===== config.mk =====
export PLATFORM = sky130hd
export DESIGN_NAME = bitstripe_engine
export DESIGN_NICKNAME = d
export VERILOG_FILES = /design/src/rtl/bse_pkg.sv /design/src/rtl/bse_scatter.sv /design/src/rtl/bse_rebuild.sv /design/src/rtl/bse_gather.sv /design/src/rtl/bitstripe_engine.sv
export SDC_FILE = /design/constraint.sdc
export NUM_CORES = 1
export LEC_CHECK = 0
export BUFFER_PORTS_ARGS = -buffer_cell sky130_fd_sc_hd__buf_2
export CAP_MARGIN = 20
export CORE_MARGIN = 3
export CORE_UTILIZATION = 46
export CTS_CLUSTER_DIAMETER = 100
export DETAILED_ROUTE_END_ITERATION = 10
export GPL_TIMING_DRIVEN = 1
export PLACE_DENSITY = 0.82
export RECOVER_POWER = 100
export SETUP_SLACK_MARGIN = 0.5
export SKIP_CTS_REPAIR_TIMING = 1
export SLEW_MARGIN = 30
export SYNTH_ARGS = -nofsm -noshare
export SYNTH_HDL_FRONTEND = slang
export SYNTH_SLANG_ARGS = --single-unit
export TNS_END_PERCENT = 5

===== constraint.sdc =====
create_clock -name clk_i -period 4.97 [get_ports clk_i]
set_clock_uncertainty 0.2 [all_clocks]
set_input_delay 0.2485 -clock clk_i [delete_from_list [all_inputs] [get_ports clk_i]]
set_output_delay 0.2485 -clock clk_i [all_outputs]
set_load 0.05 [all_outputs]

===== src/rtl/bse_pkg.sv =====
package bse_pkg;
   typedef enum logic [1:0] {
      RD_IDLE = 2'd0,
      RD_DATA = 2'd1,
      RD_PAR  = 2'd2
   } rd_state_e;
endpackage


===== src/rtl/bse_scatter.sv =====
module bse_scatter #(
   parameter int DLANES = 8,
   parameter int AW     = 4
) (
   input  logic              clk_i,
   input  logic              rst_i,
   input  logic              wr_valid_i,
   input  logic [AW-1:0]     wr_addr_i,
   input  logic [DLANES-1:0] wr_data_i,
   output logic [DLANES:0]   lane_wr_valid_o,
   output logic [DLANES:0]   lane_wr_bit_o,
   output logic [AW-1:0]     lane_wr_addr_o
);
   localparam int NL = DLANES + 1;

   logic [NL-1:0] bits_next;

   // one data lane per byte bit, parity lane last
   for (genvar g = 0; g < DLANES; g++) begin : g_lane
      assign bits_next[g] = wr_data_i[g];
   end
   assign bits_next[DLANES] = ^wr_data_i;

   always_ff @(posedge clk_i) begin
      if (rst_i) begin
         lane_wr_valid_o <= '0;
         lane_wr_bit_o   <= '0;
         lane_wr_addr_o  <= '0;
      end else begin
         lane_wr_valid_o <= {NL{wr_valid_i}};
         if (wr_valid_i) begin
            lane_wr_bit_o  <= bits_next;
            lane_wr_addr_o <= wr_addr_i;
         end
      end
   end

   p_wr_follow_r1: assert property (@(posedge clk_i) disable iff (rst_i)
      wr_valid_i |=> (lane_wr_bit_o[DLANES-1:0] == $past(wr_data_i))
                     && (lane_wr_addr_o == $past(wr_addr_i)));
   p_par_even_r2: assert property (@(posedge clk_i) disable iff (rst_i)
      lane_wr_valid_o[DLANES] |-> (^lane_wr_bit_o) == 1'b0);
   p_all_lanes_r3: assert property (@(posedge clk_i) disable iff (rst_i)
      (|lane_wr_valid_o) |-> (&lane_wr_valid_o));
endmodule


===== src/rtl/bse_rebuild.sv =====
module bse_rebuild #(
   parameter int DLANES = 8
) (
   input  logic [DLANES-1:0] bits_i,
   input  logic              par_i,
   input  logic [DLANES-1:0] err_i,
   output logic [DLANES-1:0] fixed_o
);
   logic [DLANES-1:0] good;
   logic              syn;

   assign good    = bits_i & ~err_i;
   // even parity: missing bit is XOR of survivors and parity
   assign syn     = (^good) ^ par_i;
   assign fixed_o = good | (err_i & {DLANES{syn}});
endmodule


===== src/rtl/bse_gather.sv =====
module bse_gather
   import bse_pkg::*;
#(
   parameter int DLANES = 8,
   parameter int AW     = 4
) (
   input  logic              clk_i,
   input  logic              rst_i,
   input  logic              rd_req_i,
   input  logic [AW-1:0]     rd_addr_i,
   output logic              rd_ready_o,
   output logic              rd_valid_o,
   output logic [DLANES-1:0] rd_data_o,
   output logic              rd_fix_o,
   output logic              rd_unc_o,
   output logic [DLANES:0]   lane_rd_req_o,
   output logic [AW-1:0]     lane_rd_addr_o,
   input  logic [DLANES:0]   lane_rd_valid_i,
   input  logic [DLANES:0]   lane_rd_bit_i,
   input  logic [DLANES:0]   lane_rd_err_i
);
   localparam int NL = DLANES + 1;
   localparam int CW = $clog2(DLANES + 1);
   localparam logic [NL-1:0] DATA_MASK = {1'b0, {DLANES{1'b1}}};
   localparam logic [NL-1:0] PAR_MASK  = {1'b1, {DLANES{1'b0}}};

   rd_state_e         state_q;
   logic [NL-1:0]     got_q, bit_q, err_q;
   logic [NL-1:0]     pend, take, got_n, bit_n, err_n;
   logic [CW-1:0]     derr;
   logic              data_done, par_done;
   logic [DLANES-1:0] fixed;

   always_comb begin
      case (state_q)
         RD_DATA: pend = DATA_MASK;
         RD_PAR:  pend = PAR_MASK;
         default: pend = '0;
      endcase
   end

   assign take      = lane_rd_valid_i & pend & ~got_q;
   assign got_n     = got_q | take;
   assign bit_n     = (take & lane_rd_bit_i) | (~take & bit_q);
   assign err_n     = (take & lane_rd_err_i) | (~take & err_q);
   assign derr      = CW'($countones(err_n[DLANES-1:0]));
   assign data_done = (state_q == RD_DATA) && (&got_n[DLANES-1:0]);
   assign par_done  = (state_q == RD_PAR) && got_n[DLANES];
   assign rd_ready_o = (state_q == RD_IDLE);

   bse_rebuild #(.DLANES(DLANES)) u_rebuild (
      .bits_i  (bit_n[DLANES-1:0]),
      .par_i   (bit_n[DLANES]),
      .err_i   (err_n[DLANES-1:0]),
      .fixed_o (fixed)
   );

   always_ff @(posedge clk_i) begin
      if (rst_i) begin
         state_q        <= RD_IDLE;
         got_q          <= '0;
         bit_q          <= '0;
         err_q          <= '0;
         lane_rd_req_o  <= '0;
         lane_rd_addr_o <= '0;
         rd_valid_o     <= 1'b0;
         rd_data_o      <= '0;
         rd_fix_o       <= 1'b0;
         rd_unc_o       <= 1'b0;
      end else begin
         lane_rd_req_o <= '0;
         rd_valid_o    <= 1'b0;
         got_q         <= got_n;
         bit_q         <= bit_n;
         err_q         <= err_n;
         case (state_q)
            RD_IDLE: begin
               if (rd_req_i) begin
                  lane_rd_req_o  <= DATA_MASK;
                  lane_rd_addr_o <= rd_addr_i;
                  got_q          <= '0;
                  err_q          <= '0;
                  state_q        <= RD_DATA;
               end
            end
            RD_DATA: begin
               if (data_done) begin
                  if (derr == CW'(0)) begin
                     rd_valid_o <= 1'b1;
                     rd_data_o  <= bit_n[DLANES-1:0];
                     rd_fix_o   <= 1'b0;
                     rd_unc_o   <= 1'b0;
                     state_q    <= RD_IDLE;
                  end else if (derr == CW'(1)) begin
                     lane_rd_req_o <= PAR_MASK;
                     state_q       <= RD_PAR;
                  end else begin
                     rd_valid_o <= 1'b1;
                     rd_data_o  <= '0;
                     rd_fix_o   <= 1'b0;
                     rd_unc_o   <= 1'b1;
                     state_q    <= RD_IDLE;
                  end
               end
            end
            RD_PAR: begin
               if (par_done) begin
                  rd_valid_o <= 1'b1;
                  rd_data_o  <= err_n[DLANES] ? '0 : fixed;
                  rd_fix_o   <= ~err_n[DLANES];
                  rd_unc_o   <= err_n[DLANES];
                  state_q    <= RD_IDLE;
               end
            end
            default: state_q <= RD_IDLE;
         endcase
      end
   end

   p_par_req_on_err_r4: assert property (@(posedge clk_i) disable iff (rst_i)
      lane_rd_req_o[DLANES] |-> (|err_q[DLANES-1:0]));
   p_fix_single_r6: assert property (@(posedge clk_i) disable iff (rst_i)
      (rd_valid_o && rd_fix_o) |-> ($countones(err_q[DLANES-1:0]) == 1));
   p_unc_blank_r7: assert property (@(posedge clk_i) disable iff (rst_i)
      (rd_valid_o && rd_unc_o) |-> (rd_data_o == '0) && !rd_fix_o);
   p_pulse_r8: assert property (@(posedge clk_i) disable iff (rst_i)
      rd_valid_o |=> !rd_valid_o);
   p_busy_drop_r10: assert property (@(posedge clk_i) disable iff (rst_i)
      (rd_req_i && !rd_ready_o) |=> (lane_rd_req_o[DLANES-1:0] == '0));
endmodule


===== src/rtl/bitstripe_engine.sv =====
module bitstripe_engine #(
   parameter int DLANES = 8,
   parameter int AW     = 4
) (
   input  logic              clk_i,
   input  logic              rst_i,
   input  logic              wr_valid_i,
   input  logic [AW-1:0]     wr_addr_i,
   input  logic [DLANES-1:0] wr_data_i,
   input  logic              rd_req_i,
   input  logic [AW-1:0]     rd_addr_i,
   output logic              rd_ready_o,
   output logic              rd_valid_o,
   output logic [DLANES-1:0] rd_data_o,
   output logic              rd_fix_o,
   output logic              rd_unc_o,
   output logic [DLANES:0]   lane_wr_valid_o,
   output logic [DLANES:0]   lane_wr_bit_o,
   output logic [AW-1:0]     lane_wr_addr_o,
   output logic [DLANES:0]   lane_rd_req_o,
   output logic [AW-1:0]     lane_rd_addr_o,
   input  logic [DLANES:0]   lane_rd_valid_i,
   input  logic [DLANES:0]   lane_rd_bit_i,
   input  logic [DLANES:0]   lane_rd_err_i
);
   if (DLANES < 2) begin : g_bad_lanes
      $error("bitstripe_engine: DLANES must be at least 2");
   end
   if (AW < 1) begin : g_bad_aw
      $error("bitstripe_engine: AW must be at least 1");
   end

   bse_scatter #(.DLANES(DLANES), .AW(AW)) u_scatter (
      .clk_i           (clk_i),
      .rst_i           (rst_i),
      .wr_valid_i      (wr_valid_i),
      .wr_addr_i       (wr_addr_i),
      .wr_data_i       (wr_data_i),
      .lane_wr_valid_o (lane_wr_valid_o),
      .lane_wr_bit_o   (lane_wr_bit_o),
      .lane_wr_addr_o  (lane_wr_addr_o)
   );

   bse_gather #(.DLANES(DLANES), .AW(AW)) u_gather (
      .clk_i           (clk_i),
      .rst_i           (rst_i),
      .rd_req_i        (rd_req_i),
      .rd_addr_i       (rd_addr_i),
      .rd_ready_o      (rd_ready_o),
      .rd_valid_o      (rd_valid_o),
      .rd_data_o       (rd_data_o),
      .rd_fix_o        (rd_fix_o),
      .rd_unc_o        (rd_unc_o),
      .lane_rd_req_o   (lane_rd_req_o),
      .lane_rd_addr_o  (lane_rd_addr_o),
      .lane_rd_valid_i (lane_rd_valid_i),
      .lane_rd_bit_i   (lane_rd_bit_i),
      .lane_rd_err_i   (lane_rd_err_i)
   );
endmodule


After elaboration in Yosys (flattened, before gate mapping)
Cells that the tools add are included.
Widths: inputs -> output; s select.
- register bits: 67
- latch bits: 0
- bits in writable memories: 0
- ROM bits: 0
- output and inout port bits: 47
- logic and storage cells: 92
- memories kept: 0
- add/sub/neg operators: 7
- multiply operators: 0
- divide/modulo/power cells: 0
- $lt $le $gt $ge: 0
- equality and inequality tests: 7
- shift operators: 0
- mux-type cells: 37
- bitwise logic cells: 17
- reductions and logical operators: 11
- operators by type and width (cell ; count):
    $mux 9 ; 7
    $and 9x9->9 ; 6
    $mux 8 ; 6
    $pmux 9 s2 ; 2
    $or 9x9->9 ; 3
    $not 9->9 ; 2
    $and 8x8->8 ; 2
    $pmux 8 s2 ; 1
    $reduce_xor 8->1 ; 2
    $add 4x4->4 ; 3
    $mux 1 ; 12
    $mux 2 ; 5
    $add 1x1->2 ; 4
    $not 8->8 ; 1
    $or 8x8->8 ; 1
    $reduce_and 8->1 ; 1
    $pmux 1 s2 ; 3
    $pmux 2 s3 ; 1
    $eq 4x1->1 const B ; 1
    $logic_not 4->1 ; 1
    $ne 2x1->1 const B ; 2
    $reduce_and 4->1 ; 1
    $ne 3x3->1 const B ; 1
    $reduce_and 3->1 ; 1
    9 further kinds ; 10

Longest topological paths before layout
Gate-level depths: netlist of run 1.
- depth in word-level cells: 16
- depth in mapped cells: 22

Cells and area by module
From an unflattened synthesis of run 1, not the netlist that was laid out.
- cells, all modules: 334
- area, all modules: 3144.3 um^2
- modules (own cells, without submodules) (module ; times used ; cells an instance ; area an instance (um^2)):
    bse_gather ; 1 ; 244 ; 2284.7
    bse_scatter ; 1 ; 59 ; 605.6
    bse_rebuild ; 1 ; 31 ; 254.0

Worst setup path before layout of run 1
OpenSTA, ideal clock, no wires.
- kind: register to register
- from: reg u_gather.state_q[1]
- to: reg u_gather.rd_data_o[5]
- setup time: 0.092 ns
- arrival: 4.797 ns
- data required time: 4.678 ns
- setup slack: -0.119 ns
- cell stages (with the launch flop): 23
- buffers on the path: 3
- path through: dfxtp_1 inv_1 ha_1 buf_4 buf_2 nand3b_1 mux2i_1 inv_1 ha_1 fa_1 inv_1 fa_1 inv_1 ha_1 fa_1 nor3_1 and3_1 a2111oi_2 nand2_1 clkbuf_1 nor3_1 a21oi_1 o32ai_1
- word-level cells in the longest chain between the ends: 16
- elaborated cells on any way between the ends: 41
- classes of those cells: add/sub: 7; eq/ne: 6; mux: 6; bitwise: 15; reduce/logical: 7
- RTL lines (item ; line ; text):
    from (decl) ; bse_gather.sv:27 ; rd_state_e state_q;
    from (signal assigned) ; bse_gather.sv:60 ; state_q <= RD_IDLE;
    from (signal assigned) ; bse_gather.sv:83 ; state_q <= RD_DATA;
    from (signal assigned) ; bse_gather.sv:93 ; state_q <= RD_IDLE;
    branches (longest 16 deep; another with $add 4x4->4) ; n/a ;
    to (signal assigned) ; bse_gather.sv:90 ; rd_data_o <= bit_n[DLANES-1:0];
    to (signal assigned) ; bse_gather.sv:109 ; rd_data_o <= err_n[DLANES] ? '0 : fixed;
    to (decl) ; bse_gather.sv:13 ; output logic [DLANES-1:0] rd_data_o,
Parallel ways; which one is timed is not known. The select of a mux whose other input is x is not followed.
A chain may end at the register's enable or synchronous reset.

Final worst setup path of run 1
- from: reg u_gather.state_q[0]
- to: reg u_gather.rd_data_o[2]
Same word-level chain as after synthesis.

==> flow_metrics.env, run 1 <==
export IMPL_fillers=569
export IMPL_status="complete, but fails checks"
export IMPL_grt_pass1_vias=2639
export IMPL_via_per_inst=5.22
export IMPL_n_antenna_cell=0
export IMPL_ctsHtreeMaxLevel=3
export IMPL_cp_arrival_ps=4780
export IMPL_clockBufferDepth=2
export IMPL_finalMaxSlewViolations=0
export IMPL_hp_class="in -> reg"
export IMPL_globalRouteTotalUtil_pct=20.6
export IMPL_hold_viol_final=12
export IMPL_power_leakage_nw=1.80
export IMPL_crit_chain="ha_4 > nand3b_1 > mux2i_4 > inv_2 > ha_4 > fa_1 > inv_2 > fa_1 > inv_1 > ha_2 > fa_1 > nor3_4 > and3_4 > a2111oi_4 > and2_4 > nor2_4 > a211oi_2 > o31ai_1"
export IMPL_path_common_cell="fa_1"
export IMPL_hpwl_mm=5.73
export IMPL_yosysTopAreaCellShare_pct=38.8
export IMPL_p_sw_w=0.000554
export IMPL_ys_warn_count=0
export IMPL_intPower_w=0.000930
export IMPL_power_switching_share_pct=37.3
export IMPL_synth_fp_nets=405
export IMPL_cts_buffers=9
export IMPL_grt_max_degree=41
export IMPL_die_w_um=88.0
export IMPL_worst_setup_path_end_kind="register"
export IMPL_tightestPinTransition_ps=759
export IMPL_max_freq_ghz=0.209
export IMPL_clock_sinks=60
export IMPL_antenna_found_initial=0
export IMPL_seq_power_share_pct=35.9
export IMPL_worstPathRequired_ps=4970
export IMPL_start_util_pct=48.2
export IMPL_rrSetupSlack_ps=190
export IMPL_ys_seq_area_share_pct=38.8
export IMPL_slowest_stage="fa_1"
export IMPL_worst_setup_path_start_kind="register"
export IMPL_syn_area_per_cell_um2=9.02
export IMPL_rows=29
export IMPL_grt_pass1_wl_mm=12.3
export IMPL_worstHoldPathCells=3
export IMPL_synthTopCellsByArea="dfxtp_1 39%, mux2i_1 12%, nor2_1 6.7%"
export IMPL_syn_area_um2=3090
export IMPL_violations="hold timing"
export IMPL_route_detailed_drc=0
export IMPL_dp_slack_ps=-65.4
export IMPL_fin_crit_ps=4780
export IMPL_port_buffer_count=93
export IMPL_area_growth_pct=30.0
export IMPL_period_share_pct=96.2
export IMPL_cp_max_fo=8
export IMPL_ir_drop_uv=210
export IMPL_cts_root_buf="clkbuf_8"
export IMPL_combPwrFrac_pct=37.1
export IMPL_ff2ff_path_depth=18
export IMPL_slew_headroom_pct=48.9
export IMPL_clock_latency_ps=340
export IMPL_syn_instance_count=343
export IMPL_drive_gt1_share_pct=22.8
export IMPL_worstPathBufferInverterCount=3
export IMPL_dr_total_vias=2787
export IMPL_crit_family="adder cells"
export IMPL_place_congestion=0.855
export IMPL_die_h_um=88.0
export IMPL_dieArea_um2=7750
export IMPL_path_class="reg -> reg"
export IMPL_setup_ws_ps=189
export IMPL_core_area_um2=6420
export IMPL_power_per_cell_area_nw_per_um2=369
export IMPL_clkPwrFrac_pct=27.0
export IMPL_setup_viol=0
export IMPL_dp_cells=493
export IMPL_first_pass_iters=4
export IMPL_boundaryPins=94
export IMPL_drt_total_wl_mm=8.10
export IMPL_avgRoutedWirePerCell_um=15.2
export IMPL_cpPeakStageDelay_ps=530
export IMPL_gr_total_overflow=0
export IMPL_fin_nets=514
export IMPL_cap_violations=0
export IMPL_yosys_area_top_type="dfxtp_1"
export IMPL_tritoncts="built"
export IMPL_cp_depth=18
export IMPL_fin_cells=534
export IMPL_rsz0062_at_grt="true"
export IMPL_synth_cell_types=40
export IMPL_ys_ff_latch=60
export IMPL_path_clk_slew_ps=70
export IMPL_holdWs_ps=-21.7
export IMPL_initialDrtViolationCount=86
export IMPL_antenna_left=0
## worst register-to-register path, stage by stage, from the launching register on
cell       delay, ps
dfxtp_1          420
ha_4             210
nand3b_1         220
mux2i_4          290
inv_2             70
ha_4             160
fa_1             530
inv_2             50
fa_1             490
inv_1             50
ha_2             160
fa_1             530
nor3_4            60
and3_4           190
a2111oi_4        340
and2_4           250
nor2_4            70
a211oi_2         250
o31ai_1           90
## state kept, by name (all words and copies together) (netlist names)
register / flops
u_gather.bit_q: 9
u_gather.err_q: 9
u_gather.got_q: 9
u_gather.lane_rd_addr_o: 4
u_gather.lane_rd_req_o: 2
u_gather.rd_data_o: 8
u_gather.rd_fix_o: 1
u_gather.rd_unc_o: 1
u_gather.rd_valid_o: 1
u_gather.state_q: 2
u_scatter.lane_wr_addr_o: 4
u_scatter.lane_wr_bit_o: 9
u_scatter.lane_wr_valid_o: 1
## layer usage
| metal | track usage [%] | part of all wire (%) | vias up | wire, um |
|---|---|---|---|---|
| li1 | - | - | 1371 | - |
| met1 | 24.0 | 41 | 1314 | 3310 |
| met2 | 34.9 | 50 | 87 | 4080 |
| met3 | 7.71 | 6.6 | 15 | 537 |
| met4 | 7.14 | 2.1 | 0 | 172 |
| met5 | 0 | 0 | - | 0 |
## power by group through the flow
stage / Combinational, W / Sequential [W] / Clock [W]
finish: 0.000551 / 0.000533 / 0.000401
floorplan: 0.000346 / 0.000594 / 0
detailed placement: 0.000504 / 0.000542 / 0
global route: 0.000596 / 0.000537 / 0.000434
global placement: 0.000494 / 0.000540 / 0
CTS: 0.000506 / 0.000532 / 0.000409
## path summary, 6_finish.rpt
| path | from | end |
|---|---|---|
| worst max-delay path | u_gather.state_q[0] | u_gather.rd_data_o[2] |
| worst min-delay path | wr_data_i[6] | u_scatter.lane_wr_bit_o[6] |
| worst max register to register | u_gather.state_q[0] | u_gather.rd_data_o[2] |
| worst min register to register | u_gather.rd_fix_o | u_gather.rd_fix_o |
## cell usage after synthesis
library cell  number
ha_1              11
inv_1             20
nand3b_1           9
a211oi_1           5
and2_1             5
or2_4              1
buf_4             16
buf_2              2
fa_1               4
nand3_1            1
nand2b_1           4
o22ai_1            3
a211o_1            1
mux2_2             1
o31ai_1            4
a21oi_2            1
mux2i_1           37
a2111o_1           1
or3_1              2
o21ai_0            5
nand2_1            6
nor2b_1           13
xnor2_1           15
or4_4              1
a22o_1             4
o32ai_1            3
and3b_1            1
a2111oi_2          1
a21o_1             1
a31oi_1            1
clkbuf_1           8
nor2_1            55
a21oi_1           24
dfxtp_1           60
a32oi_1            1
or3_4              1
buf_1              2
nor3_1            11
nor3b_1            1
and3_1             1
## final cells by class
class                      count  area (um2)  share of cell area [%]
clock buffer                  15         176                    4.39
clock inverter                 1        5.00                   0.124
inverter                      20        77.6                    1.93
multi-input combinational    235        1780                    44.3
sequential                    60        1200                    29.9
tap                           77        96.3                    2.40
timing repair buffer         126         681                    16.9
## metrics by stage
step	total power [W]	instance area (um2)	TNS [ps]	utilization (%)
6_report	0.00148	4020	0	62.6
5_1_grt	0.00157	4020	0	62.6
4_1_cts	0.00145	3810	-680	59.4
3_5_place_dp	0.00105	3630	-452	56.6
3_3_place_gp	0.00103	3630	0	56.6
2_1_floorplan	0.000940	3200	0	-
## kinds of logic after synthesis
kind of cell / Yosys count / synth area share [%]
AND/OR/NAND/NOR: 112 / 18.1
AO/OA/AOI/OAI: 55 / 11.6
multiplexers: 38 / 12.3
buffers and inverters: 48 / 7.84
adder cells (fa/ha/maj): 15 / 7.04
flip-flops: 60 / 38.8
XOR/XNOR: 15 / 4.25
## placed cells by master, fill, tap and decap left out, drive strengths merged, types with 5 or more instances in the layout
| cell type | count |
|---|---|
| inv | 20 |
| nand2 | 6 |
| ha | 11 |
| a21oi | 25 |
| nor3 | 11 |
| clkbuf | 66 |
| dlygate4sd3 | 15 |
| dfxtp | 60 |
| and2 | 5 |
| o21ai | 5 |
| nand3b | 9 |
| nor2 | 55 |
| mux2i | 37 |
| nor2b | 13 |
| buf | 60 |
| xnor2 | 15 |
| a211oi | 5 |
Note: power is estimated with default switching activity, not from simulation.
==> run 2: changes to the inputs <==
- CORE_MARGIN: 3 -> 10
- RECOVER_POWER: 100 -> unset
==> run 2 against run 1 <==
The flow still finishes with violations (hold timing). Largest cell class unchanged. Die area grew 34%. Critical endpoint is now u_gather.rd_data_o[3]. Sequential share of layout area is 0.17 points lower. Critical path type unchanged. Total power increased by 0.89%. Highest routed layer unchanged. Cell area is 0.87% higher. Sequential power is essentially flat. Worst hold slack got worse by 7.4 ps.
==> flow_metrics.env, run 2 (synthesized netlist as in run 1, its figures left out) <==
export IMPL_status="complete, but fails checks"
export IMPL_violations="hold timing"
export IMPL_antenna_left=0
export IMPL_dp_slack_ps=-57.9
export IMPL_first_pass_iters=4
export IMPL_clock_sinks=60
export IMPL_clock_latency_ps=350
export IMPL_setup_viol=0
export IMPL_clockBufferDepth=2
export IMPL_holdWs_ps=-29.1
export IMPL_cp_max_fo=8
export IMPL_period_share_pct=97.9
export IMPL_finalMaxSlewViolations=0
export IMPL_n_antenna_cell=0
export IMPL_gr_total_overflow=0
export IMPL_worstPathRequired_ps=4980
export IMPL_fin_crit_ps=4870
export IMPL_slew_headroom_pct=47.7
export IMPL_fin_nets=511
export IMPL_drt_total_wl_mm=8.44
export IMPL_setup_ws_ps=104
export IMPL_power_leakage_nw=1.99
export IMPL_max_freq_ghz=0.206
export IMPL_cap_violations=0
export IMPL_layout_common_cells="94 x buf_2, 58 x dfxtp_1, 54 x nor2_1, 36 x mux2i_1, 24 x a21oi_1"
export IMPL_final_common_cell="buf_2"
export IMPL_boundaryPins=94
export IMPL_initialDrtViolationCount=132
export IMPL_path_class="reg -> reg"
export IMPL_antenna_found_initial=0
export IMPL_ctsHtreeMaxLevel=3
export IMPL_grt_pass1_wl_mm=13.3
export IMPL_grt_max_degree=41
export IMPL_rsz0062_at_grt="true"
export IMPL_cts_buffers=9
export IMPL_place_congestion=0.970
export IMPL_cp_arrival_ps=4870
export IMPL_worst_setup_path_start_kind="register"
export IMPL_route_detailed_drc=0
export IMPL_hold_viol_final=10
export IMPL_die_w_um=102
export IMPL_ir_drop_uv=195
export IMPL_globalRouteTotalUtil_pct=16.1
export IMPL_dieArea_um2=10400
export IMPL_port_buffer_count=93
export IMPL_via_per_inst=5.23
export IMPL_start_util_pct=47.9
export IMPL_avgRoutedWirePerCell_um=15.9
export IMPL_cts_root_buf="clkbuf_8"
export IMPL_path_clk_slew_ps=70
export IMPL_core_area_um2=6460
export IMPL_grt_pass1_vias=2788
export IMPL_p_total_w=0.00150
export IMPL_drive_gt1_share_pct=33.5
export IMPL_worst_setup_path_end_kind="register"
export IMPL_rows=29
export IMPL_tightestPinTransition_ps=785
export IMPL_dr_total_vias=2777
export IMPL_tritoncts="built"
export IMPL_area_growth_pct=31.1
export IMPL_hp_class="in -> reg"
export IMPL_power_per_cell_area_nw_per_um2=369
export IMPL_hpwl_mm=6.35
export IMPL_die_h_um=102
[run 2: cell count changes in the layout (fill, tap and decap cells not counted), sizes merged]
cell      change
buf          +47
bufinv        +1
clkbuf       -54
clkinv        +2
clkinvlp      +1
[run 2: final timing paths]
check | cells past startpoint | to | slack, ps | startpoint
hold reg to reg | 2 | u_gather.rd_fix_o | 270 | u_gather.rd_fix_o
setup reg to reg | 19 | u_gather.rd_data_o[3] | 100 | u_gather.state_q[1]
setup / recovery | 19 | u_gather.rd_data_o[3] | 100 | u_gather.state_q[1]
hold / removal | 3 | u_gather.got_q[2] | -30 | lane_rd_valid_i[2]
[run 2: metrics by stage]
| stage | cells | TNS (ps) | instance area, um2 | utilization (%) |
|---|---|---|---|---|
| final | 531 | 0 | 4060 | 62.8 |
| after CTS | 508 | -140 | 3810 | 59.0 |
| after detailed placement | 492 | -57.9 | 3630 | 56.1 |
| after floorplan | 343 | 0 | 3200 | - |
| after global routing | 531 | -409 | 4060 | 62.8 |
| after global placement | 492 | 0 | 3630 | 56.1 |
[run 2: cell type report]
| type | instances | area (um2) |
|---|---|---|
| clock buffer | 11 | 131 |
| clock inverter | 5 | 52.6 |
| fill | 545 | 2400 |
| inverter | 20 | 77.6 |
| multi-input combinational | 235 | 1770 |
| sequential | 60 | 1210 |
| tap | 77 | 96.3 |
| timing repair buffer | 123 | 727 |
[run 2: layer usage]
metal  up-vias  GRT usage [%]  routed length (um)
met5         -              0                   0
met1      1286           18.2                3370
li1       1372              -                   -
met4         0           7.59                 238
met2        96           26.0                4040
met3        23           6.61                 796
[run 2: critical path, stage by stage, from the launching register on]
cell	delay (ps)
dfxtp_4	360
inv_4	40
ha_4	180
nand3b_1	210
mux2i_2	340
inv_1	90
ha_2	180
fa_1	570
inv_2	50
fa_1	480
inv_1	40
ha_2	170
fa_1	530
nor3_4	60
and3_4	190
a2111oi_4	370
and2_4	260
nor2_4	60
a211oi_2	250
o31ai_1	90
[run 2: power breakdown]
part           internal (W)  switching (W)  total, W
Sequential         0.000512      0.0000194  0.000532
Combinational      0.000201       0.000349  0.000550
Clock              0.000229       0.000187  0.000416
